File: src/rtl/pwm_hs_pkg.sv
package pwm_hs_pkg;
   // register address plan (nibble registers)
   localparam int ADR_CTRL     = 0;
   localparam int ADR_FINE     = 1;
   localparam int ADR_PER_BASE = 2;

   function automatic int duty_base(input int nibs);
      return ADR_PER_BASE + nibs;
   endfunction

   function automatic int last_addr(input int nibs);
      return ADR_PER_BASE + 2 * nibs - 1;
   endfunction
endpackage

File: src/rtl/pwm_hs_regs.sv
module pwm_hs_regs
   import pwm_hs_pkg::*;
#(
   parameter int CNT_W  = 8,
   parameter int DIV_W  = 2,
   parameter int ADDR_W = 3
) (
   input  logic              clk,
   input  logic              rst_n,
   input  logic              wr_en,
   input  logic [ADDR_W-1:0] wr_addr,
   input  logic [3:0]        wr_data,
   input  logic              commit,
   output logic              en,
   output logic [DIV_W-1:0]  div,
   output logic              pol,
   output logic [CNT_W-1:0]  per_stg,
   output logic [CNT_W-1:0]  duty_stg,
   output logic              fine_stg,
   output logic              per_pend,
   output logic              duty_pend
);
   localparam int NIB    = CNT_W / 4;
   localparam int D_BASE = duty_base(NIB);

   logic per_hi_wr, duty_hi_wr;

   assign per_hi_wr  = wr_en && (wr_addr == ADDR_W'(ADR_PER_BASE + NIB - 1));
   assign duty_hi_wr = wr_en && (wr_addr == ADDR_W'(D_BASE + NIB - 1));

   always_ff @(posedge clk or negedge rst_n) begin
      if (!rst_n) begin
         en  <= 1'b0;
         div <= '0;
         pol <= 1'b0;
      end else if (wr_en && wr_addr == ADDR_W'(ADR_CTRL)) begin
         en  <= wr_data[0];
         div <= wr_data[DIV_W:1];
         pol <= wr_data[DIV_W+1];
      end
   end

   always_ff @(posedge clk or negedge rst_n) begin
      if (!rst_n) begin
         per_stg  <= '0;
         duty_stg <= '0;
         fine_stg <= 1'b0;
      end else if (wr_en) begin
         if (wr_addr == ADDR_W'(ADR_FINE))
            fine_stg <= wr_data[0];
         for (int i = 0; i < NIB; i++) begin
            if (wr_addr == ADDR_W'(ADR_PER_BASE + i))
               per_stg[4*i +: 4] <= wr_data;
            if (wr_addr == ADDR_W'(D_BASE + i))
               duty_stg[4*i +: 4] <= wr_data;
         end
      end
   end

   always_ff @(posedge clk or negedge rst_n) begin
      if (!rst_n) begin
         per_pend  <= 1'b0;
         duty_pend <= 1'b0;
      end else begin
         per_pend  <= per_hi_wr  | (per_pend  & ~commit);
         duty_pend <= duty_hi_wr | (duty_pend & ~commit);
      end
   end

   AST_PEND_DROP: assert property (@(posedge clk) disable iff (!rst_n)
      (commit && !per_hi_wr && !duty_hi_wr) |=> (!per_pend && !duty_pend));
   AST_HI_ARMS: assert property (@(posedge clk) disable iff (!rst_n)
      per_hi_wr |=> per_pend);
endmodule

File: src/rtl/pwm_hs_prescale.sv
module pwm_hs_prescale #(
   parameter int DIV_W = 2
) (
   input  logic             clk,
   input  logic             rst_n,
   input  logic             run,
   input  logic [DIV_W-1:0] div,
   output logic             tick
);
   localparam int PRE_W = (1 << DIV_W) - 1;

   logic [PRE_W-1:0] pre;
   logic [PRE_W-1:0] mask;

   always_comb mask = ~({PRE_W{1'b1}} << div);
   assign tick = run && ((pre & mask) == mask);

   always_ff @(posedge clk or negedge rst_n) begin
      if (!rst_n)    pre <= '0;
      else if (!run) pre <= '0;
      else           pre <= pre + 1'b1;
   end

   AST_TICK_FULL: assert property (@(posedge clk) disable iff (!rst_n)
      (run && div == '0) |-> tick);
   AST_TICK_GAP: assert property (@(posedge clk) disable iff (!rst_n)
      (tick && div != '0) |=> (!tick || !$stable(div)));
endmodule

File: src/rtl/pwm_hs_core.sv
module pwm_hs_core #(
   parameter int CNT_W = 8
) (
   input  logic             clk,
   input  logic             rst_n,
   input  logic             en,
   input  logic             pol,
   input  logic             tick,
   input  logic [CNT_W-1:0] per_stg,
   input  logic [CNT_W-1:0] duty_stg,
   input  logic             fine_stg,
   input  logic             per_pend,
   input  logic             duty_pend,
   output logic             commit,
   output logic             pwm_out
);
   logic [CNT_W-1:0] cnt, per_act, duty_act;
   logic             fine_act, phase, boundary, active;
   logic [CNT_W:0]   duty_eff;

   assign boundary = tick && (cnt >= per_act);
   assign commit   = !en || boundary;

   always_ff @(posedge clk or negedge rst_n) begin
      if (!rst_n) begin
         cnt   <= CNT_W'(1);
         phase <= 1'b0;
      end else if (!en) begin
         cnt   <= CNT_W'(1);
         phase <= 1'b0;
      end else if (boundary) begin
         cnt   <= CNT_W'(1);
         phase <= ~phase;
      end else if (tick) begin
         cnt   <= cnt + 1'b1;
      end
   end

   always_ff @(posedge clk or negedge rst_n) begin
      if (!rst_n) begin
         per_act  <= '0;
         duty_act <= '0;
         fine_act <= 1'b0;
      end else if (commit) begin
         if (per_pend) per_act <= per_stg;
         if (duty_pend) begin
            duty_act <= duty_stg;
            fine_act <= fine_stg;
         end
      end
   end

   assign duty_eff = {1'b0, duty_act} + (CNT_W+1)'(fine_act & phase);
   assign active   = (per_act != '0) &&
                     ((per_act <= duty_act) || ({1'b0, cnt} <= duty_eff));
   assign pwm_out  = en ? (active ^ pol) : pol;

   AST_CNT_BOUND: assert property (@(posedge clk) disable iff (!rst_n)
      (en && per_act != '0) |-> (cnt != '0 && cnt <= per_act));
   AST_PER_HELD: assert property (@(posedge clk) disable iff (!rst_n)
      !commit |=> $stable(per_act));
   AST_DUTY_HELD: assert property (@(posedge clk) disable iff (!rst_n)
      !commit |=> ($stable(duty_act) && $stable(fine_act)));
   AST_START_ONE: assert property (@(posedge clk) disable iff (!rst_n)
      !en |=> (cnt == CNT_W'(1) && !phase));
endmodule

File: src/rtl/pwm_halfstep.sv
module pwm_halfstep
   import pwm_hs_pkg::*;
#(
   parameter int CNT_W  = 8,
   parameter int DIV_W  = 2,
   parameter int ADDR_W = 3
) (
   input  logic              clk,
   input  logic              rst_n,
   input  logic              wr_en,
   input  logic [ADDR_W-1:0] wr_addr,
   input  logic [3:0]        wr_data,
   output logic              pwm_out,
   output logic              pwm_sel
);
   localparam int NIB = CNT_W / 4;

   generate
      if (CNT_W < 4 || (CNT_W % 4) != 0) begin : g_chk_w
         $error("CNT_W must be a positive multiple of 4");
      end
      if (DIV_W < 1 || DIV_W > 2) begin : g_chk_div
         $error("DIV_W must be 1 or 2 to fit the control nibble");
      end
      if (last_addr(NIB) >= (1 << ADDR_W)) begin : g_chk_addr
         $error("ADDR_W too narrow for the register plan");
      end
   endgenerate

   logic             en, pol, tick, commit, fine_stg, per_pend, duty_pend;
   logic [DIV_W-1:0] div;
   logic [CNT_W-1:0] per_stg, duty_stg;

   pwm_hs_regs #(.CNT_W(CNT_W), .DIV_W(DIV_W), .ADDR_W(ADDR_W)) u_regs (
      .clk(clk), .rst_n(rst_n), .wr_en(wr_en), .wr_addr(wr_addr),
      .wr_data(wr_data), .commit(commit), .en(en), .div(div), .pol(pol),
      .per_stg(per_stg), .duty_stg(duty_stg), .fine_stg(fine_stg),
      .per_pend(per_pend), .duty_pend(duty_pend)
   );

   pwm_hs_prescale #(.DIV_W(DIV_W)) u_pre (
      .clk(clk), .rst_n(rst_n), .run(en), .div(div), .tick(tick)
   );

   pwm_hs_core #(.CNT_W(CNT_W)) u_core (
      .clk(clk), .rst_n(rst_n), .en(en), .pol(pol), .tick(tick),
      .per_stg(per_stg), .duty_stg(duty_stg), .fine_stg(fine_stg),
      .per_pend(per_pend), .duty_pend(duty_pend), .commit(commit),
      .pwm_out(pwm_out)
   );

   assign pwm_sel = en;

   AST_SEL_IDLE: assert property (@(posedge clk) disable iff (!rst_n)
      !pwm_sel |-> (pwm_out == pol));
endmodule

File: config.mk
export PLATFORM = sky130hd
export DESIGN_NAME = pwm_halfstep
export DESIGN_NICKNAME = d
export VERILOG_FILES = /design/src/rtl/pwm_hs_pkg.sv /design/src/rtl/pwm_hs_regs.sv /design/src/rtl/pwm_hs_prescale.sv /design/src/rtl/pwm_hs_core.sv /design/src/rtl/pwm_halfstep.sv
export SDC_FILE = /design/constraint.sdc
export NUM_CORES = 1
export LEC_CHECK = 0
export BUFFER_PORTS_ARGS = -buffer_cell sky130_fd_sc_hd__buf_2
export CAP_MARGIN = 25
export CORE_MARGIN = 1.5
export CORE_UTILIZATION = 60
export CTS_BUF_LIST = sky130_fd_sc_hd__clkbuf_8
export CTS_CLUSTER_SIZE = 24
export DETAILED_ROUTE_END_ITERATION = 10
export GPL_ROUTABILITY_DRIVEN = 0
export HOLD_SLACK_MARGIN = 0.08
export PLACE_DENSITY = 0.78
export SYNTH_ARGS = -nofsm -noshare
export SYNTH_HDL_FRONTEND = slang
export SYNTH_SLANG_ARGS = --single-unit
File: constraint.sdc
create_clock -name clk -period 3.4 [get_ports clk]
set_clock_uncertainty 0.2 [all_clocks]
set_input_delay 0 -clock clk [delete_from_list [all_inputs] [get_ports clk]]
set_output_delay 0 -clock clk [all_outputs]
set_load 0.01 [all_outputs]
==> flow_summary_export.csv <==
group,metric,value,unit
route,drc,0,
timing,worst_pin_slew,857.1,ps
global_routing,grt_pass1_wl,10180,um
synth,synth_edf_count,0,
timing,period_needed,3079,ps
pwr,p_per_area,664.6,mW/mm2
floorplan,pin_count,12,
floorplan,dieArea,0.005273,mm2
cells_and_area,fin_nets,337,
cells_and_area,drive_gt1_share,20.67,%
status,status,"completed",
global_routing,grt_overflow,0,
synth,synth_area_leaders,"dfrtp_1, ha_1, mux2_2",
route,vias,2150,
cells_and_area,area.growth.synth_to_final,14.93,%
worst_setup_path,path_class,"reg2out",
place,post_dp_cell_area,0.003027,mm2
cells_and_area,layout.area.seq,0.001303,mm2
floorplan,rows,25,
floorplan,start_util,61.97,%
cells_and_area,nFillCells,300,
worst_setup_path,r2r_setup_slack,700,ps
synth,synthArstFlopShare,100.0,%
clocking,cts_max_level,2,
cells_and_area,multiInputGateArea,0.001515,mm2
worst_setup_path,cp.arrival,2880,ps
worst_setup_path,reg2reg_depth,8,
cells_and_area,fin_util,71.23,%
cells_and_area,fin_area,0.003342,mm2
timing,rsz0062_at_grt,"false",
worst_setup_path,path_cells,"and2_1, ha_1, ha_1, nand3_1, nor3_1, xnor2_1, ha_1, nand3_1, nor3_1, a211oi_1, o21ai_0, o21ai_1, xnor2_1, buf_2",
timing,slew_viol_final,0,
worst_setup_path,cp-start-kind,"flip-flop",
synth,syn-num-nets,299,
route,dr.pass1.iters,4,
worst_setup_path,max_stage_delay,380,ps
pwr,vdd.ir_drop.worst,0.4302,mV
synth,synth_top_cell_by_area,"dfrtp_1",
global_routing,grt_pass1_vias,2114,
clocking,cts_tree,"yes",
pwr,p_leak,1.540,nW
worst_setup_path,cp_common_cell,"ha_1",
floorplan,die_h,72.62,um
job,cap_violations,0,
timing,relSlewSlack,42.74,%
clocking,numCtsBuffers,5,
timing,fmax,0.3248,GHz
floorplan,coreArea,0.004692,mm2
min_path,hp-start,"u_regs.per_stg[6]",
route,wirelength,6240,um
worst_setup_path,slowest_stage,"dfrtp_1",
min_path,whs_path_depth,1,
synth,ys_ff_latch,52,
synth,synth_area_per_cell,11.14,um2
route,drt-wirelength-per-cell,17.63,um
worst_setup_path,r2r_end,"u_core.duty_act[6]",
clocking,cts_sinks,52,
timing,hold_ws,313.9,ps
timing,tns,0,ps
worst_setup_path,critical_path_depth,14,
floorplan,die_w,72.62,um
clocking,clockBufferDepth,2,
place,io_buffers,11,
synth,syn_area,0.002908,mm2
place,hpwl,4306,um
synth,synth_top_flop_cell,"dfrtp_1",
worst_setup_path,crit_fanout,3,
global_routing,grt_usage,25.49,%
synth,ys_types,34,
cells_and_area,diodes,0,
clocking,clockRootBuffer,"clkbuf_8",
clocking,clkSlewWorstSetupHoldPaths,90,ps
synth,synth_top_cell_area_share,43.89,%
synth,ys_seq_area_share,44.79,%
worst_setup_path,required,3200,ps
synth,synthCells,261,
min_path,min_to,"u_core.per_act[6]",
worst_setup_path,reg2reg_from,"u_core.cnt[0]",
timing,hold_violations,0,
min_path,hold_path_class,"reg2reg",
route,drtAntennaViolNets,0,
route,drt_iter0_markers,148,
timing,setup_viol,0,
worst_setup_path,critical_path.endpoint_type,"output port",
worst_setup_path,cpLargestDelayFamily,"simple AND/OR/NAND/NOR gates",
clocking,clock_latency,300,ps
route,viasPerCell,6.073,
timing,min_period_over_period,90.55,%
synth,ys.warnings.count,0,
worst_setup_path,critPathBufInv,1,
global_routing,grt_start_max_net_pins,30,
global_routing,antenna_found_initial,0,
==> layout make-up <==
class | instances | share of cell area (%)
repair buffers | 33 | 8.311
inverters | 21 | 2.359
clock buffers | 6 | 2.471
flip-flops and latches | 52 | 38.97
well taps | 54 | 2.022
multi-input cells | 186 | 45.34
clock inverters | 2 | 0.5241
==> cells in the mapped netlist (3+ instances only) <==
master,instances
mux2_2,27
nand2_1,15
nor4_1,5
a211oi_1,4
nand4b_1,3
nand4_1,3
xnor2_1,11
dfrtp_1,51
mux2_4,9
inv_1,21
a21oi_1,11
and3_1,3
nor3_1,7
ha_1,28
nand3_1,10
nor2b_1,4
nor2_1,12
o21ai_0,18
==> metrics by stage <==
stage / power [mW] / instances / setup WS, ps
3_5_place_dp: 1.801 / 325 / 644.8
3_3_place_gp: 1.757 / 325 / 690.0
4_1_cts: 2.213 / 353 / 262.2
2_1_floorplan: 1.567 / 261 / 893.9
6_report: 2.221 / 354 / 321.5
5_1_grt: 2.389 / 354 / 68.15
==> layer usage <==
| layer | global-route usage [%] | part of all wire [%] | wire length (um) | vias to the layer above |
|---|---|---|---|---|
| met5 | 0 | 0 | 0 | - |
| met4 | 8.176 | 1.5 | 91 | 0 |
| met3 | 3.177 | 2.9 | 179 | 15 |
| met2 | 44.55 | 52 | 3227 | 60 |
| met1 | 33.06 | 44 | 2742 | 1058 |
| li1 | - | - | - | 1017 |
==> cells in the final DEF (no fill, tap or decap), types with 4 or more instances in the layout <==
cell type       n
a211oi_1        4
a21oi_1        11
buf_2          11
clkbuf_8        6
dfrtp_1        51
dlygate4sd3_1  20
ha_1           28
inv_1          21
mux2_2         27
mux2_4          9
nand2_1        15
nand3_1        10
nor2_1         12
nor2b_1         4
nor3_1          7
nor4_1          5
o21ai_0        17
xnor2_1        11
==> how the worst max path moves through the flow <==
stage                          from  endpoint
floorplan           u_core.fine_act   pwm_out
global route           u_core.phase   pwm_out
finish                 u_core.phase   pwm_out
CTS                    u_core.phase   pwm_out
detailed placement     u_core.phase   pwm_out
global placement    u_core.fine_act   pwm_out
==> state kept, by name (all words and copies together), names as in the netlist, 2 cells and up <==
register         flops
u_regs.duty_stg      8
u_core.cnt           8
u_core.duty_act      8
u_regs.div           2
u_core.per_act       8
u_regs.per_stg       8
u_pre.pre            3
==> where the power goes <==
part / switching (mW) / total [mW] / leakage [nW] / internal [mW]
Sequential: 0.202 / 0.997 / 0.649 / 0.794
Clock: 0.206 / 0.377 / 0.0522 / 0.171
Combinational: 0.414 / 0.848 / 0.839 / 0.434
==> kinds of logic (layout without fill, tap and decap cells) <==
| kind of cell | Yosys count | count (layout) | share of synthesized area, % |
|---|---|---|---|
| buf+inv | 23 | 62 | 3.098 |
| simple gates | 66 | 66 | 11.49 |
| mux | 36 | 36 | 15.10 |
| fa+ha+maj | 28 | 28 | 12.05 |
| flops | 52 | 52 | 44.79 |
| xor+xnor | 11 | 11 | 3.313 |
| compound gates | 45 | 45 | 10.15 |
==> repair_timing <==
| item | 4_1_cts | 5_1_grt |
|---|---|---|
| resized for setup | 0 | 1 |
| hold buffers | 20 | 0 |
| buffers inserted | 0 | 0 |
| endpoints found under the setup margin | 0 | 1 |
| endpoints found under the hold margin | 75 | 0 |
==> worst reg2reg max path, stage by stage, from the launching register on <==
cell and delay, ps:
dfstp_2 560, inv_1 90, ha_1 290, and3_1 150, o21ai_1 140, a311oi_2 180, o21a_4 280, o21ai_4 360
mux2_4 340
Note: power is estimated with default switching activity, not from simulation.
